`src/rtl/fpol_pkg.sv`:
```
package fpol_pkg;

    localparam int MODE_W = 2;

    typedef enum logic [MODE_W-1:0] {
        MODE_OFF  = 2'b00,
        MODE_RISE = 2'b01,
        MODE_FALL = 2'b10,
        MODE_BOTH = 2'b11
    } pol_mode_e;

    typedef struct packed {
        logic prev;
    } edge_state_t;

    typedef struct packed {
        logic armed;
        logic pol;
    } chan_state_t;

endpackage

```
`src/rtl/fpol_sync.sv`:
```
module fpol_sync #(
    parameter int STAGES = 2
) (
    input  logic clk_i,
    input  logic rst_ni,
    input  logic d_i,
    output logic q_o
);
    logic [STAGES-1:0] sh_d, sh_q;

    generate
        if (STAGES > 1) begin : g_chain
            always_comb begin
                sh_d = {sh_q[STAGES-2:0], d_i};
            end
        end else begin : g_single
            always_comb begin
                sh_d = d_i;
            end
        end
    endgenerate

    always_ff @(posedge clk_i) begin
        if (!rst_ni) sh_q <= '0;
        else         sh_q <= sh_d;
    end

    assign q_o = sh_q[STAGES-1];
endmodule

```
`src/rtl/fpol_edge.sv`:
```
module fpol_edge
    import fpol_pkg::*;
(
    input  logic      clk_i,
    input  logic      rst_ni,
    input  logic      lvl_i,
    input  pol_mode_e mode_i,
    output logic      hit_o,
    output logic      rise_o
);
    edge_state_t st_d, st_q;
    logic up, down;

    always_comb begin
        st_d      = st_q;
        st_d.prev = lvl_i;
        up        = lvl_i & ~st_q.prev;
        down      = ~lvl_i & st_q.prev;
        unique case (mode_i)
            MODE_RISE: hit_o = up;
            MODE_FALL: hit_o = down;
            MODE_BOTH: hit_o = up | down;
            default:   hit_o = 1'b0;
        endcase
        rise_o = up;
    end

    always_ff @(posedge clk_i) begin
        if (!rst_ni) st_q <= '0;
        else         st_q <= st_d;
    end

    AST_OFF_SILENT: assert property (@(posedge clk_i) disable iff (!rst_ni)
        (mode_i == MODE_OFF) |-> !hit_o);
    AST_FALL_MODE_NO_RISE: assert property (@(posedge clk_i) disable iff (!rst_ni)
        (mode_i == MODE_FALL && hit_o) |-> !rise_o);
endmodule

```
`src/rtl/fpol_chan.sv`:
```
module fpol_chan
    import fpol_pkg::*;
(
    input  logic clk_i,
    input  logic rst_ni,
    input  logic hit_i,
    input  logic rise_i,
    input  logic rd_i,
    output logic pol_o
);
    chan_state_t st_d, st_q;

    always_comb begin
        st_d = st_q;
        if (st_q.armed && hit_i) begin
            st_d.pol   = rise_i;
            st_d.armed = 1'b0;
        end else if (rd_i) begin
            st_d.armed = 1'b1;
        end
    end

    always_ff @(posedge clk_i) begin
        if (!rst_ni) st_q <= '{armed: 1'b1, pol: 1'b0};
        else         st_q <= st_d;
    end

    assign pol_o = st_q.pol;

    AST_CAPTURE_VAL: assert property (@(posedge clk_i) disable iff (!rst_ni)
        (st_q.armed && hit_i) |=> (pol_o == $past(rise_i)));
    AST_HOLD_DISARMED: assert property (@(posedge clk_i) disable iff (!rst_ni)
        !st_q.armed |=> $stable(pol_o));
    AST_REARM: assert property (@(posedge clk_i) disable iff (!rst_ni)
        (rd_i && !(st_q.armed && hit_i)) |=> st_q.armed);
    AST_COLLIDE: assert property (@(posedge clk_i) disable iff (!rst_ni)
        (rd_i && hit_i && st_q.armed) |=> !st_q.armed);
endmodule

```
`src/rtl/fpol_status.sv`:
```
module fpol_status
    import fpol_pkg::*;
#(
    parameter int NUM_CH      = 4,
    parameter int SYNC_STAGES = 2
) (
    input  logic                     clk_i,
    input  logic                     rst_ni,
    input  logic [NUM_CH-1:0]        pin_i,
    input  logic [NUM_CH*MODE_W-1:0] mode_i,
    input  logic [NUM_CH-1:0]        rd_i,
    output logic [NUM_CH-1:0]        pol_o
);
    localparam int CAP_LAT = SYNC_STAGES + 1;

    logic [NUM_CH-1:0] lvl, hit, rise;

    generate
        for (genvar k = 0; k < NUM_CH; k++) begin : g_ch
            fpol_sync #(.STAGES(SYNC_STAGES)) u_sync (
                .clk_i (clk_i),
                .rst_ni(rst_ni),
                .d_i   (pin_i[k]),
                .q_o   (lvl[k])
            );

            fpol_edge u_edge (
                .clk_i (clk_i),
                .rst_ni(rst_ni),
                .lvl_i (lvl[k]),
                .mode_i(pol_mode_e'(mode_i[k*MODE_W +: MODE_W])),
                .hit_o (hit[k]),
                .rise_o(rise[k])
            );

            fpol_chan u_chan (
                .clk_i (clk_i),
                .rst_ni(rst_ni),
                .hit_i (hit[k]),
                .rise_i(rise[k]),
                .rd_i  (rd_i[k]),
                .pol_o (pol_o[k])
            );

            if (CAP_LAT == 3) begin : g_lat_chk
                AST_SYNC_DELAY: assert property (@(posedge clk_i) disable iff (!rst_ni)
                    $rose(pol_o[k]) |-> $past(pin_i[k], 2));
            end
        end
    endgenerate
endmodule

```
`config.mk`:
```
export PLATFORM = sky130hd
export DESIGN_NAME = fpol_status
export DESIGN_NICKNAME = d
export VERILOG_FILES = /design/src/rtl/fpol_pkg.sv /design/src/rtl/fpol_sync.sv /design/src/rtl/fpol_edge.sv /design/src/rtl/fpol_chan.sv /design/src/rtl/fpol_status.sv
export SDC_FILE = /design/constraint.sdc
export NUM_CORES = 1
export LEC_CHECK = 0
export ABC_AREA = 1
export CAP_MARGIN = 20
export CORE_UTILIZATION = 40
export CTS_BUF_LIST = sky130_fd_sc_hd__clkbuf_16
export CTS_CLUSTER_DIAMETER = 50
export DETAILED_ROUTE_END_ITERATION = 8
export PLACE_DENSITY = 0.68
export SLEW_MARGIN = 5
export SYNTH_ARGS = -nofsm -noshare
export SYNTH_HDL_FRONTEND = slang
export SYNTH_SLANG_ARGS = --single-unit
```
`constraint.sdc`:
```
create_clock -name clk_i -period 1.05 [get_ports clk_i]
set_input_delay 0.2625 -clock clk_i [delete_from_list [all_inputs] [get_ports clk_i]]
set_output_delay 0.2625 -clock clk_i [all_outputs]
set_load 0.05 [all_outputs]
```
* Word-level counts from Yosys, hierarchy flattened *
Index checks and enable logic that the tools add are counted.

storage, ports and cells
  register bits after elaboration = 20
  input port bits = 18
  logic and storage cells = 68
  output and inout bits = 4

operators by class
  bitwise gates (word level) = 20
  mux-type cells = 12
  reduce and logical (&&, ||, !) cells = 8
  eq/ne operators = 12

operators with widths
  cell                count
  $eq 2x2->1 const B  8
  $pmux 1 s3          4
  $and 1x1->1         8
  $eq 2x1->1 const B  4
  $mux 1              8
  $not 1->1           8
  $reduce_bool 2->1   4
  $logic_and 1x1->1   4
  $or 1x1->1          4

* Logic depth before layout (Yosys ltp) *
Gate-level depths: netlist of the first run.

  depth after elaboration = 6
  gate-level depth with buffers = 8
  depth with buffers taken out = 8

* Cells and area by module *
Synthesis of the first run repeated with hierarchy kept, for this count alone.

second synthesis, totals
  cells, all modules = 120
  area total of the unflattened synthesis = 870.8 um2

by module, submodules not included
  module     cells each  sequential area each (um2)  times used  area each (um2)
  fpol_edge  14          20.0                        4           91.3
  fpol_chan  10          40.0                        4           71.3
  fpol_sync  6           40.0                        4           55.1

* Worst setup path before layout of the first run *
No wires, ideal clock.

  kind = register to register
  start = register g_ch[0].u_edge.st_q
  end = register g_ch[0].u_chan.st_q[1] (netlist bit)
  setup time = 116 ps
  stages on the path, launching flop included = 9
  path buffers = 0
  required time = 934 ps
  arrival time = 962 ps
  slack = -28 ps
  path through = dfxtp_1 > inv_1 > ha_1 > inv_1 > nand2_1 > nand3_1 > nand2_1 > o21ai_1 > nand2_1

on the way
  cells in the longest elaborated chain, start to end = 6
  elaborated cells on any way between the ends = 8
  those cells by class = mux (2); bitwise (4); reduce/logical (2)

RTL lines
  what                                                line             RTL
  start, declared                                     fpol_edge.sv:11  edge_state_t st_d, st_q;
  start signal, assigned                              fpol_edge.sv:30  else st_q <= st_d;
  $not 1->1                                           fpol_edge.sv:17  up = lvl_i & ~st_q.prev;
  $and 1x1->1                                         fpol_edge.sv:17
  $or 1x1->1                                          fpol_edge.sv:22  MODE_BOTH: hit_o = up | down;
  $pmux 1 s3 *                                        fpol_edge.sv:19  unique case (mode_i)
  $logic_and 1x1->1 *                                 fpol_chan.sv:15  if (st_q.armed && hit_i) begin
  $mux 1 / $reduce_bool 2->1 (equally long branches)  --
  end signal, assigned                                fpol_chan.sv:24  if (!rst_ni) st_q <= '{armed: 1'b1, pol: 1'b0};
  end signal, assigned                                fpol_chan.sv:25  else st_q <= st_d;
  end, declared                                       fpol_chan.sv:11  chan_state_t st_d, st_q;

Mark *: on every way between the ends. The rest lies on a longest branch, timed or not.
A chain may end at the register's enable or synchronous reset.

* Final worst setup path of the first run *
  start = register g_ch[2].u_edge.st_q
  end = register g_ch[2].u_chan.st_q, in the netlist g_ch[2].u_chan.pol_o

on the way
  cells in the longest elaborated chain, start to end = 5
  elaborated cells on any way between the ends = 6
  those cells by class = mux (1); bitwise (4); reduce/logical (1)

RTL lines
  what                    line
  start, declared         fpol_edge.sv:11
  start signal, assigned  fpol_edge.sv:30
  $not 1->1               fpol_edge.sv:17
  $and 1x1->1             fpol_edge.sv:17
  $or 1x1->1              fpol_edge.sv:22
  $pmux 1 s3              fpol_edge.sv:19
  $logic_and 1x1->1       fpol_chan.sv:15
  end signal, assigned    fpol_chan.sv:24
  end signal, assigned    fpol_chan.sv:25
  end, declared           fpol_chan.sv:11

Parallel ways exist; a longest one is shown, timed or not.

==> results of run 1 <==
## final cells by class
| class | instances | area [um2] | share of cell area |
|---|---|---|---|
| multi-input cells | 80 | 536 | 0.367 |
| well taps | 28 | 35.0 | 0.0240 |
| flip-flops and latches | 20 | 418 | 0.286 |
| repair buffers | 23 | 255 | 0.175 |
| clock buffers | 3 | 75.1 | 0.0515 |
| inverters | 36 | 140 | 0.0961 |
## layer usage
layer | track usage | share of wire | routed length, um | up-vias
li1 | - | - | - | 460
met1 | 0.145 | 0.43 | 781 | 392
met2 | 0.312 | 0.51 | 935 | 18
met3 | 0.0580 | 0.050 | 92 | 2
met4 | 0.0702 | 0.013 | 23 | 0
met5 | 0 | 0 | 0 | -
## registers in the layout (all words and copies together) (netlist names)
register,flops
g_ch.u_sync.sh_q,8
g_ch.u_chan.pol_o,4
g_ch.u_chan.st_q,4
g_ch.u_edge.st_q,4
## synth_stat cells
| cell | instances |
|---|---|
| buf_6 | 1 |
| a21boi_2 | 4 |
| nand3_1 | 16 |
| o21ai_1 | 4 |
| a21oi_1 | 4 |
| dfxtp_1 | 20 |
| nor2_1 | 4 |
| buf_4 | 4 |
| inv_1 | 36 |
| buf_2 | 1 |
| ha_1 | 8 |
| nand2_1 | 40 |
## stage by stage
stage / instance area (um2) / setup slack [ps] / hold WS, ps
6_report: 1460 / -23.7 / 405
5_1_grt: 1460 / -93.7 / 425
3_5_place_dp: 1270 / -305 / 398
3_3_place_gp: 1270 / -247 / 394
4_1_cts: 1440 / -24.9 / 409
2_1_floorplan: 1020 / 4.07 / 360
## path summary, 6_finish.rpt
kind | from | to | slack [ps] | cells after the start
setup / recovery | g_ch[2].u_edge.st_q$_SDFF_PN0_ | g_ch[2].u_chan.pol_o$_SDFFE_PN0P_ | -20 | 8
hold / removal | g_ch[0].u_sync.sh_q[0]$_SDFF_PN0_ | g_ch[0].u_sync.sh_q[1]$_SDFF_PN0_ | 410 | 2
setup reg to reg | g_ch[2].u_edge.st_q$_SDFF_PN0_ | g_ch[2].u_chan.pol_o$_SDFFE_PN0P_ | -20 | 8
hold reg to reg | g_ch[0].u_sync.sh_q[0]$_SDFF_PN0_ | g_ch[0].u_sync.sh_q[1]$_SDFF_PN0_ | 410 | 2
## worst min-delay path, delay by kind of cell, from the launching register on
kind	cells	cell delay, ps
buffers and inverters	1	30
flip-flops	1	290
AND/OR/NAND/NOR	1	50
## placed cells by master (no fill, tap or decap), drive strengths merged
| cell | instances |
|---|---|
| a21boi | 4 |
| a21oi | 4 |
| buf | 6 |
| clkbuf | 3 |
| clkdlybuf4s50 | 9 |
| dfxtp | 20 |
| dlygate4sd2 | 8 |
| ha | 8 |
| inv | 36 |
| nand2 | 40 |
| nand3 | 16 |
| nor2 | 4 |
| o21ai | 4 |
## what timing repair did
action	CTS	global route
hold endpoints to repair	0	0
pin swaps	19	6
gates resized for setup	38	7
endpoints found under the setup margin	11	9
## power by group through the flow
stage               Clock, mW  Sequential, mW  Combinational [mW]
floorplan                   0           0.838               0.195
global placement            0           0.850               0.318
detailed placement          0           0.851               0.326
CTS                     0.797           0.845               0.349
global route            0.824           0.850               0.392
finish                  0.766           0.845               0.358
## logic make-up (layout without fill, tap and decap cells)
kind of cell,after synthesis,after routing,share of synthesized area
buf+inv,42,62,0.179
fa+ha+maj,8,8,0.0989
compound gates,12,12,0.0841
simple gates,60,60,0.242
flops,20,20,0.396
==> results.tsv, run 1 <==
stage	metric	value	unit
outcome	outcome	finished, violations left	
outcome	violations	negative setup slack	
global_route	track_usage	0.161	
drt	viasPerCell	4.59	
setup_path	crit_arrival	1220	ps
sta	clock_skew	1.54	ps
drt	vias	872	
min_path	holdCritPathClass	register to register	
sta	rsz0062_at_grt	yes	
sta	fmax	931	MHz
setup_path	cpLargestDelayFamily	flip-flops	
logic_synthesis	synthTopCellsByArea	dfxtp_1 (40%), nand2_1 (15%), inv_1 (13%)	
cells_and_area	nets	190	
drt	wl_per_cell	9.64	um
drt	routed_wl	1830	um
setup_path	cpPeakStageDelay	330	ps
logic_synthesis	ys_ff_latch	20	
sta	worstMarginPinSlew	185	ps
sta	max_slew_margin	0.877	
power	clkPwrFrac	0.389	
placed_design	placed_cells	187	
logic_synthesis	syn_nets	168	
drt	drt-initial-drc-count	13	
flow_run	max_cap_viol_count	0	
setup_path	end_kind	register	
clock_tree	postCtsHoldBufs	0	
clock_tree	clk_pin_slew_worst_paths	50	ps
sta	slew_viol_final	0	
cells_and_area	area_growth	44.1	%
power	power_switching	478	uW
drt	ant_nets	0	
floorplanning	die_area	2740	um2
setup_path	path_buf_inv	2	
power	leakage	0.733	nW
power	ir_drop	1.08	mV
setup_path	path_max_fanout	2	
sta	tns	-97.1	ps
floorplanning	die_w	52.3	um
setup_path	cp_slowest_cell	dfxtp_2	
logic_synthesis	yosysUniqueCellTypes	12	
power	seq_power_share	0.429	
setup_path	worst_setup_path_start_kind	register	
clock_tree	cts_max_path_buffers	2	
power	p_int	1.49	mW
logic_synthesis	synth_area	1010	um2
floorplanning	die_h	52.3	um
placed_design	gp_congestion	0.723	
sta	hold_viol	0	
clock_tree	clk_latency	250	ps
global_route	grt_pass1_wl	3260	um
cells_and_area	diodes	0	
placed_design	portBuffers	21	
floorplanning	num_rows	17	
drt	dr.pass1.iters	4	
setup_path	cp.required	1200	ps
logic_synthesis	synthCells	142	
clock_tree	cts_tree	yes	
cells_and_area	drive_gt1_frac	0.315	
global_route	grt_pass1_vias	886	
power	power	1.97	mW
clock_tree	cts_setup_buffers	0	
clock_tree	cts_root_buffer	clkbuf_16	
setup_path	cp_cell_sequence	inv_2 -> ha_4 -> inv_2 -> nand3_1 -> nand2_1 -> nand3_1 -> nand2_1 -> nor2_1	
logic_synthesis	synth_top_area_frac	0.396	
clock_tree	cts_buffers	3	
clock_tree	clock_sinks	20	
floorplanning	start_util	0.441	
sta	fin_crit_sh	1.02	
sta	setup_slack	-23.7	ps
drt	drc	0	
placed_design	dp_hpwl	1300	um
power	p_comb_frac	0.182	
global_route	overflow	0	
sta	setup_viol	6	
logic_synthesis	synth_warnings	0	
cells_and_area	stdcell_count	190	
power	swShare	0.243	
floorplanning	num_io_pins	22	
global_route	grt_max_degree	14	
logic_synthesis	syn_area_per_cell	7.13	um2
logic_synthesis	ys_seq_area_frac	0.396	
clock_tree	htree_levels	1	
setup_path	crit_type	register to register	
sta	fin_crit	1070	ps
floorplanning	coreArea	2300	um2
cells_and_area	utilization	0.635	
cells_and_area	fill_cells	205	
power	power_density	1350	nW/um2
logic_synthesis	yosysTopAreaCell	dfxtp_1	
global_route	antenna_found_initial	0	
No activity file was read; power rests on OpenSTA's default activity.
==> inputs of run 2 (changes only) <==
--- a/config.mk
+++ b/config.mk
@@ -9,8 +9,8 @@
 export CAP_MARGIN = 20
 export CORE_UTILIZATION = 40
-export CTS_BUF_LIST = sky130_fd_sc_hd__clkbuf_16
 export CTS_CLUSTER_DIAMETER = 50
 export DETAILED_ROUTE_END_ITERATION = 8
 export PLACE_DENSITY = 0.68
+export SKIP_CTS_REPAIR_TIMING = 1
 export SLEW_MARGIN = 5
 export SYNTH_ARGS = -nofsm -noshare
==> constraint.sdc (replaced) <==
create_clock -name clk_i -period 1.05 [get_ports clk_i]
set_input_delay 0.2625 -clock clk_i [delete_from_list [all_inputs] [get_ports clk_i]]
set_output_delay 0.2625 -clock clk_i [all_outputs]
set_load 0.01 [all_outputs]
==> run 2 against run 1 <==
The run still ends with negative setup slack left. Sequential share of layout area is 0.38 points lower. Sequential power down 1%. Hold slack gained 6.3 ps. Die area did not move. First-iteration DRC count shrank 31%. Cell count grew 3.2%. Largest power group unchanged.
==> results.tsv, run 2 (same netlist as run 1, synthesis figures left out) <==
stage	metric	value	unit
outcome	outcome	finished, violations left	
outcome	violations	negative setup slack	
drt	vias	895	
placed_design	dp_hpwl	1310	um
drt	dr.pass1.iters	4	
drt	routed_wl	2000	um
sta	max_slew_margin	0.855	
setup_path	end_kind	register	
setup_path	crit_top_cell	nand2_1	
min_path	hp-start	g_ch[1].u_sync.sh_q[0]$_SDFF_PN0_	
setup_path	path_max_fanout	4	
min_path	holdCritPathClass	register to register	
placed_design	placed_cells	189	
cells_and_area	nets	195	
floorplanning	die_w	52.3	um
clock_tree	cts_buffers	3	
cells_and_area	top_register	g_ch.u_sync.sh_q	
cells_and_area	fill_cells	204	
sta	hold_viol	0	
global_route	grt_max_degree	14	
clock_tree	cts_root_buffer	clkbuf_4	
clock_tree	htree_levels	1	
clock_tree	clk_pin_slew_worst_paths	110	ps
setup_path	worst_setup_path_start_kind	primary input	
clock_tree	clk_latency	300	ps
placed_design	portBuffers	21	
min_path	hold_path_depth	2	
sta	setup_viol	8	
setup_path	cp_slowest_cell	clkdlybuf4s50_1	
setup_path	cp.required	1260	ps
cells_and_area	largest_register_ffs	8	
cells_and_area	mostFrequentLayoutCells	nand2_1 (33), inv_1 (28), clkdlybuf4s50_1 (17)	
placed_design	gp_congestion	0.740	
global_route	grt_pass1_wl	2870	um
cells_and_area	fin_area	1470	um2
setup_path	regToRegEndpoint	g_ch[0].u_chan.st_q[1]$_SDFFE_PN1P_	
drt	drt-initial-drc-count	9	
cells_and_area	multi_input_area	581	um2
cells_and_area	stdcell_count	196	
power	leakage	0.737	nW
setup_path	crit_type	primary input to register	
floorplanning	die_area	2740	um2
sta	fin_crit	1130	ps
floorplanning	start_util	0.441	
setup_path	ff2ff_setup_slack	-50	ps
sta	slew_viol_final	0	
global_route	grt_pass1_vias	817	
global_route	antenna_found_initial	0	
global_route	overflow	0	
power	ir_drop	0.891	mV
cells_and_area	drive_gt1_frac	0.381	
setup_path	cpPeakStageDelay	570	ps
cells_and_area	area_growth	45.6	%
sta	worstMarginPinSlew	217	ps
global_route	track_usage	0.142	
floorplanning	die_h	52.3	um
sta	setup_slack	-83.5	ps
drt	drc	0	
sta	rsz0062_at_grt	yes	
flow_run	max_cap_viol_count	0	
setup_path	crit_arrival	1340	ps
clock_tree	cts_max_path_buffers	2	
setup_path	cp_cell_sequence	clkdlybuf4s50_1 -> nand2_1 -> a21boi_2 -> nand2_1 -> o21ai_2 -> nand2_1	
power	power_density	1100	nW/um2
floorplanning	num_io_pins	22	
clock_tree	clock_sinks	20	
min_path	min_to	g_ch[1].u_sync.sh_q[1]$_SDFF_PN0_	
drt	ant_nets	0	
cells_and_area	layout_commonest_cell	nand2_1	
placed_design	place_area	1250	um2
sta	fin_crit_sh	1.08	
floorplanning	num_rows	17	
sta	clock_skew	3.60	ps
floorplanning	coreArea	2300	um2
cells_and_area	diodes	0	
clock_tree	cts_tree	yes	
drt	wl_per_cell	10.2	um
setup_path	r2r_cells	8	
drt	viasPerCell	4.57	
cells_and_area	seq_area	417	um2
setup_path	r2r-start	g_ch[0].u_edge.st_q$_SDFF_PN0_	
sta	fmax	882	MHz
[run 2: cell types whose count changed in the layout (fill, tap and decap cells not counted), moves of 4 or more]
cell,previous run,this run
buf_12,4,0
buf_4,2,7
ha_1,4,0
clkdlybuf4s50_1,9,17
dlygate4sd2_1,8,0
[run 2: layer usage]
layer / vias to the layer above / part of all wire / global-route usage
met2: 21 / 0.55 / 0.255
met4: 0 / 0.0040 / 0.0351
met5: - / 0 / 0
li1: 470 / - / -
met1: 402 / 0.40 / 0.147
met3: 2 / 0.047 / 0.0667
[run 2: power by group]
| part | internal [mW] | switching [mW] |
|---|---|---|
| logic | 0.178 | 0.150 |
| clock network | 0.212 | 0.242 |
| registers | 0.805 | 0.0295 |
| total | 1.19 | 0.421 |
[run 2: stage by stage]
step	utilization	power, mW	hold slack, ps	setup TNS, ps	setup WS (ps)
floorplan	-	0.990	360	0	4.07
global placement	0.542	1.10	395	-2430	-244
detailed placement	0.542	1.11	395	-2810	-314
CTS	0.558	1.56	420	-2390	-427
global route	0.642	1.70	424	-833	-125
finish	0.642	1.61	411	-244	-83.5
[run 2: worst max-delay path by stage]
| stage | startpoint | depth (start not counted) | to |
|---|---|---|---|
| 2_1_floorplan | g_ch[0].u_edge.st_q$_SDFF_PN0_ | 7 | g_ch[0].u_chan.pol_o$_SDFFE_PN0P_ |
| 3_3_place_gp | mode_i[4] | 6 | g_ch[2].u_chan.st_q[1]$_SDFFE_PN1P_ |
| 3_5_place_dp | mode_i[1] | 6 | g_ch[0].u_chan.st_q[1]$_SDFFE_PN1P_ |
| 4_1_cts | g_ch[0].u_chan.pol_o$_SDFFE_PN0P_ | 1 | pol_o[0] |
| 5_1_grt | g_ch[3].u_edge.st_q$_SDFF_PN0_ | 8 | g_ch[3].u_chan.st_q[1]$_SDFFE_PN1P_ |
| 6_report | mode_i[0] | 6 | g_ch[0].u_chan.st_q[1]$_SDFFE_PN1P_ |
[run 2: worst max-delay path, delay by kind of cell]
family / cells / cell delay [ps]
AOI/OAI and AO/OA: 2 / 240
and+or+nand+nor: 3 / 250
buffers and inverters: 1 / 570
[run 2: cell type report]
class	instances	area share
flip-flops and latches	20	0.283
clock buffers	4	0.0246
multi-input cells	80	0.394
inverters	36	0.0968
repair buffers	28	0.178
well taps	28	0.0238
==> inputs of run 3 (changes only) <==
- PLACE_DENSITY: 0.68 -> not set
- PLACE_DENSITY_LB_ADDON: not set -> 0.2
==> run 3 against run 2 <==
The run still ends with negative setup slack left. Die area stayed put. Critical endpoint is now g_ch[0].u_chan.pol_o$_SDFFE_PN0P_. Critical path type is now register to register. Non-clock buffer count down 1. Hold slack lost 8.7 ps. Total power decreased by 8.5%. Cell count shrank 1.0%. Register-to-register slack gained 30 ps. Maximum frequency is 5.7% higher. Via count down 3.4%. Design area fell by 4.8%. First-iteration DRC count shrank 89%. Sequential share of layout area rose by 1.6 points. Global-route usage shrank 0.62 points.
==> results.tsv, run 3 (same netlist as run 1, synthesis figures left out) <==
stage	metric	value	unit
power	leakage	0.733	nW
sta	slew_viol_final	0	
sta	setup_viol	5	
cells_and_area	largest_register_ffs	8	
placed_design	placed_cells	189	
floorplanning	die_w	52.3	um
setup_path	end_kind	register	
setup_path	path_buf_inv	2	
setup_path	r2r_cells	7	
floorplanning	coreArea	2300	um2
drt	vias	865	
setup_path	worstSetupEndpoint	g_ch[0].u_chan.pol_o$_SDFFE_PN0P_	
placed_design	gp_congestion	0.732	
cells_and_area	seq_area	419	um2
power	ir_drop	0.672	mV
setup_path	ff2ff_setup_slack	-20	ps
drt	routed_wl	1750	um
setup_path	cp_slowest_cell	dfxtp_2	
min_path	holdCritPathClass	primary input to register	
outcome	violations	negative setup slack	
outcome	outcome	finished, violations left	
floorplanning	die_area	2740	um2
sta	max_slew_margin	0.878	
drt	drc	0	
global_route	antenna_found_initial	0	
clock_tree	htree_levels	1	
sta	fin_crit	1070	ps
power	swShare	0.256	
setup_path	cpPeakStageDelay	350	ps
floorplanning	num_rows	17	
setup_path	r2r-start	g_ch[0].u_edge.st_q$_SDFF_PN0_	
cells_and_area	top_register	g_ch.u_sync.sh_q	
global_route	grt_max_degree	11	
cells_and_area	nets	194	
setup_path	path_max_fanout	2	
clock_tree	clk_pin_slew_worst_paths	100	ps
sta	fin_crit_sh	1.02	
power	p_comb_frac	0.202	
sta	setup_slack	-22.4	ps
clock_tree	cts_tree	yes	
cells_and_area	multi_input_area	543	um2
sta	hold_viol	0	
sta	worstMarginPinSlew	183	ps
drt	dr.pass1.iters	4	
floorplanning	start_util	0.441	
sta	whs	403	ps
cells_and_area	area_growth	38.7	%
global_route	grt_pass1_wl	2780	um
setup_path	crit_arrival	1270	ps
global_route	track_usage	0.136	
setup_path	crit_cells	7	
drt	drt-initial-drc-count	1	
global_route	overflow	0	
clock_tree	cts_buffers	3	
sta	tns	-74.1	ps
clock_tree	cts_root_buffer	clkbuf_4	
setup_path	cpLargestDelayFamily	flip-flops	
clock_tree	clock_sinks	20	
setup_path	crit_type	register to register	
cells_and_area	mostFrequentLayoutCells	nand2_1 (35), inv_1 (28), clkdlybuf4s50_1 (14)	
setup_path	cp_cell_sequence	inv_2 -> ha_4 -> inv_2 -> nand2_2 -> nand3_2 -> a21oi_2 -> nor2_1	
sta	rsz0062_at_grt	yes	
cells_and_area	drive_gt1_frac	0.331	
drt	viasPerCell	4.46	
cells_and_area	stdcell_count	194	
floorplanning	num_io_pins	22	
power	clkPwrFrac	0.236	
setup_path	regToRegEndpoint	g_ch[0].u_chan.pol_o$_SDFFE_PN0P_	
cells_and_area	layout_commonest_cell	nand2_1	
clock_tree	clk_latency	290	ps
clock_tree	cts_max_path_buffers	2	
setup_path	worst_setup_path_start_kind	register	
power	power_switching	378	uW
power	power_density	1050	nW/um2
global_route	grt_pass1_vias	730	
power	p_int	1.10	mW
power	seq_power_share	0.562	
cells_and_area	diodes	0	
drt	ant_nets	0	
placed_design	dp_hpwl	1240	um
setup_path	cp.required	1250	ps
drt	wl_per_cell	9.04	um
floorplanning	die_h	52.3	um
placed_design	portBuffers	21	
setup_path	crit_path_start	g_ch[0].u_edge.st_q$_SDFF_PN0_	
flow_run	max_cap_viol_count	0	
setup_path	crit_top_cell	inv_2	
sta	clock_skew	0.362	ps
sta	fmax	932	MHz
cells_and_area	fill_cells	214	
[run 3: changes by cell type in the layout (fill, tap and decap cells not counted), sizes merged]
cell           delta
clkdlybuf4s50     -3
buf               -1
dlymetal6s2s      +2
[run 3: stage by stage]
stage | setup WS [ps] | total power [mW] | area [um2] | utilization
global route | -131 | 1.58 | 1400 | 0.611
detailed placement | -274 | 1.11 | 1250 | 0.542
CTS | -402 | 1.46 | 1270 | 0.552
finish | -22.4 | 1.48 | 1400 | 0.611
global placement | -250 | 1.10 | 1250 | 0.542
floorplan | 4.07 | 0.990 | 1020 | -
[run 3: how the worst min path moves through the flow]
stage / slack (ps) / end / from / depth (start not counted)
after floorplan: 360 / g_ch[0].u_sync.sh_q[0]$_SDFF_PN0_ / pin_i[0] / 2
after global placement: 390 / g_ch[3].u_sync.sh_q[1]$_SDFF_PN0_ / g_ch[3].u_sync.sh_q[0]$_SDFF_PN0_ / 2
after detailed placement: 400 / g_ch[2].u_sync.sh_q[1]$_SDFF_PN0_ / g_ch[2].u_sync.sh_q[0]$_SDFF_PN0_ / 2
after CTS: 420 / g_ch[1].u_sync.sh_q[1]$_SDFF_PN0_ / g_ch[1].u_sync.sh_q[0]$_SDFF_PN0_ / 2
after global routing: 430 / g_ch[3].u_sync.sh_q[1]$_SDFF_PN0_ / g_ch[3].u_sync.sh_q[0]$_SDFF_PN0_ / 2
final: 400 / g_ch[1].u_chan.pol_o$_SDFFE_PN0P_ / mode_i[3] / 4
[run 3: power groups by stage]
stage                     logic, mW  clock network [mW]  registers [mW]
final                         0.299               0.349           0.831
after global routing          0.338               0.408           0.837
after CTS                     0.265               0.371           0.827
after detailed placement      0.263                   0           0.844
after global placement        0.257                   0           0.843
after floorplan               0.152                   0           0.838
[run 3: final cells by class]
cell class	count	share of cell area
tap	28	0.0250
timing repair buffer	27	0.177
multi-input combinational	80	0.387
clock buffer	3	0.0160
inverter	36	0.0963
sequential	20	0.299
[run 3: layer usage]
metal / global-route usage / vias to the layer above / part of all wire / wire [um]
met5: 0 / - / 0 / 0
met4: 0.0526 / 0 / 0.0097 / 17
met3: 0.0348 / 2 / 0.041 / 72
met2: 0.226 / 17 / 0.47 / 825
met1: 0.165 / 377 / 0.48 / 838
li1: - / 469 / - / -
[run 3: worst reg2reg max path: cells and delay by family (launching register included)]
kind | cells | cell delay [ps]
flops | 1 | 350
compound gates | 1 | 120
fa+ha+maj | 1 | 250
simple gates | 3 | 170
buf+inv | 2 | 80
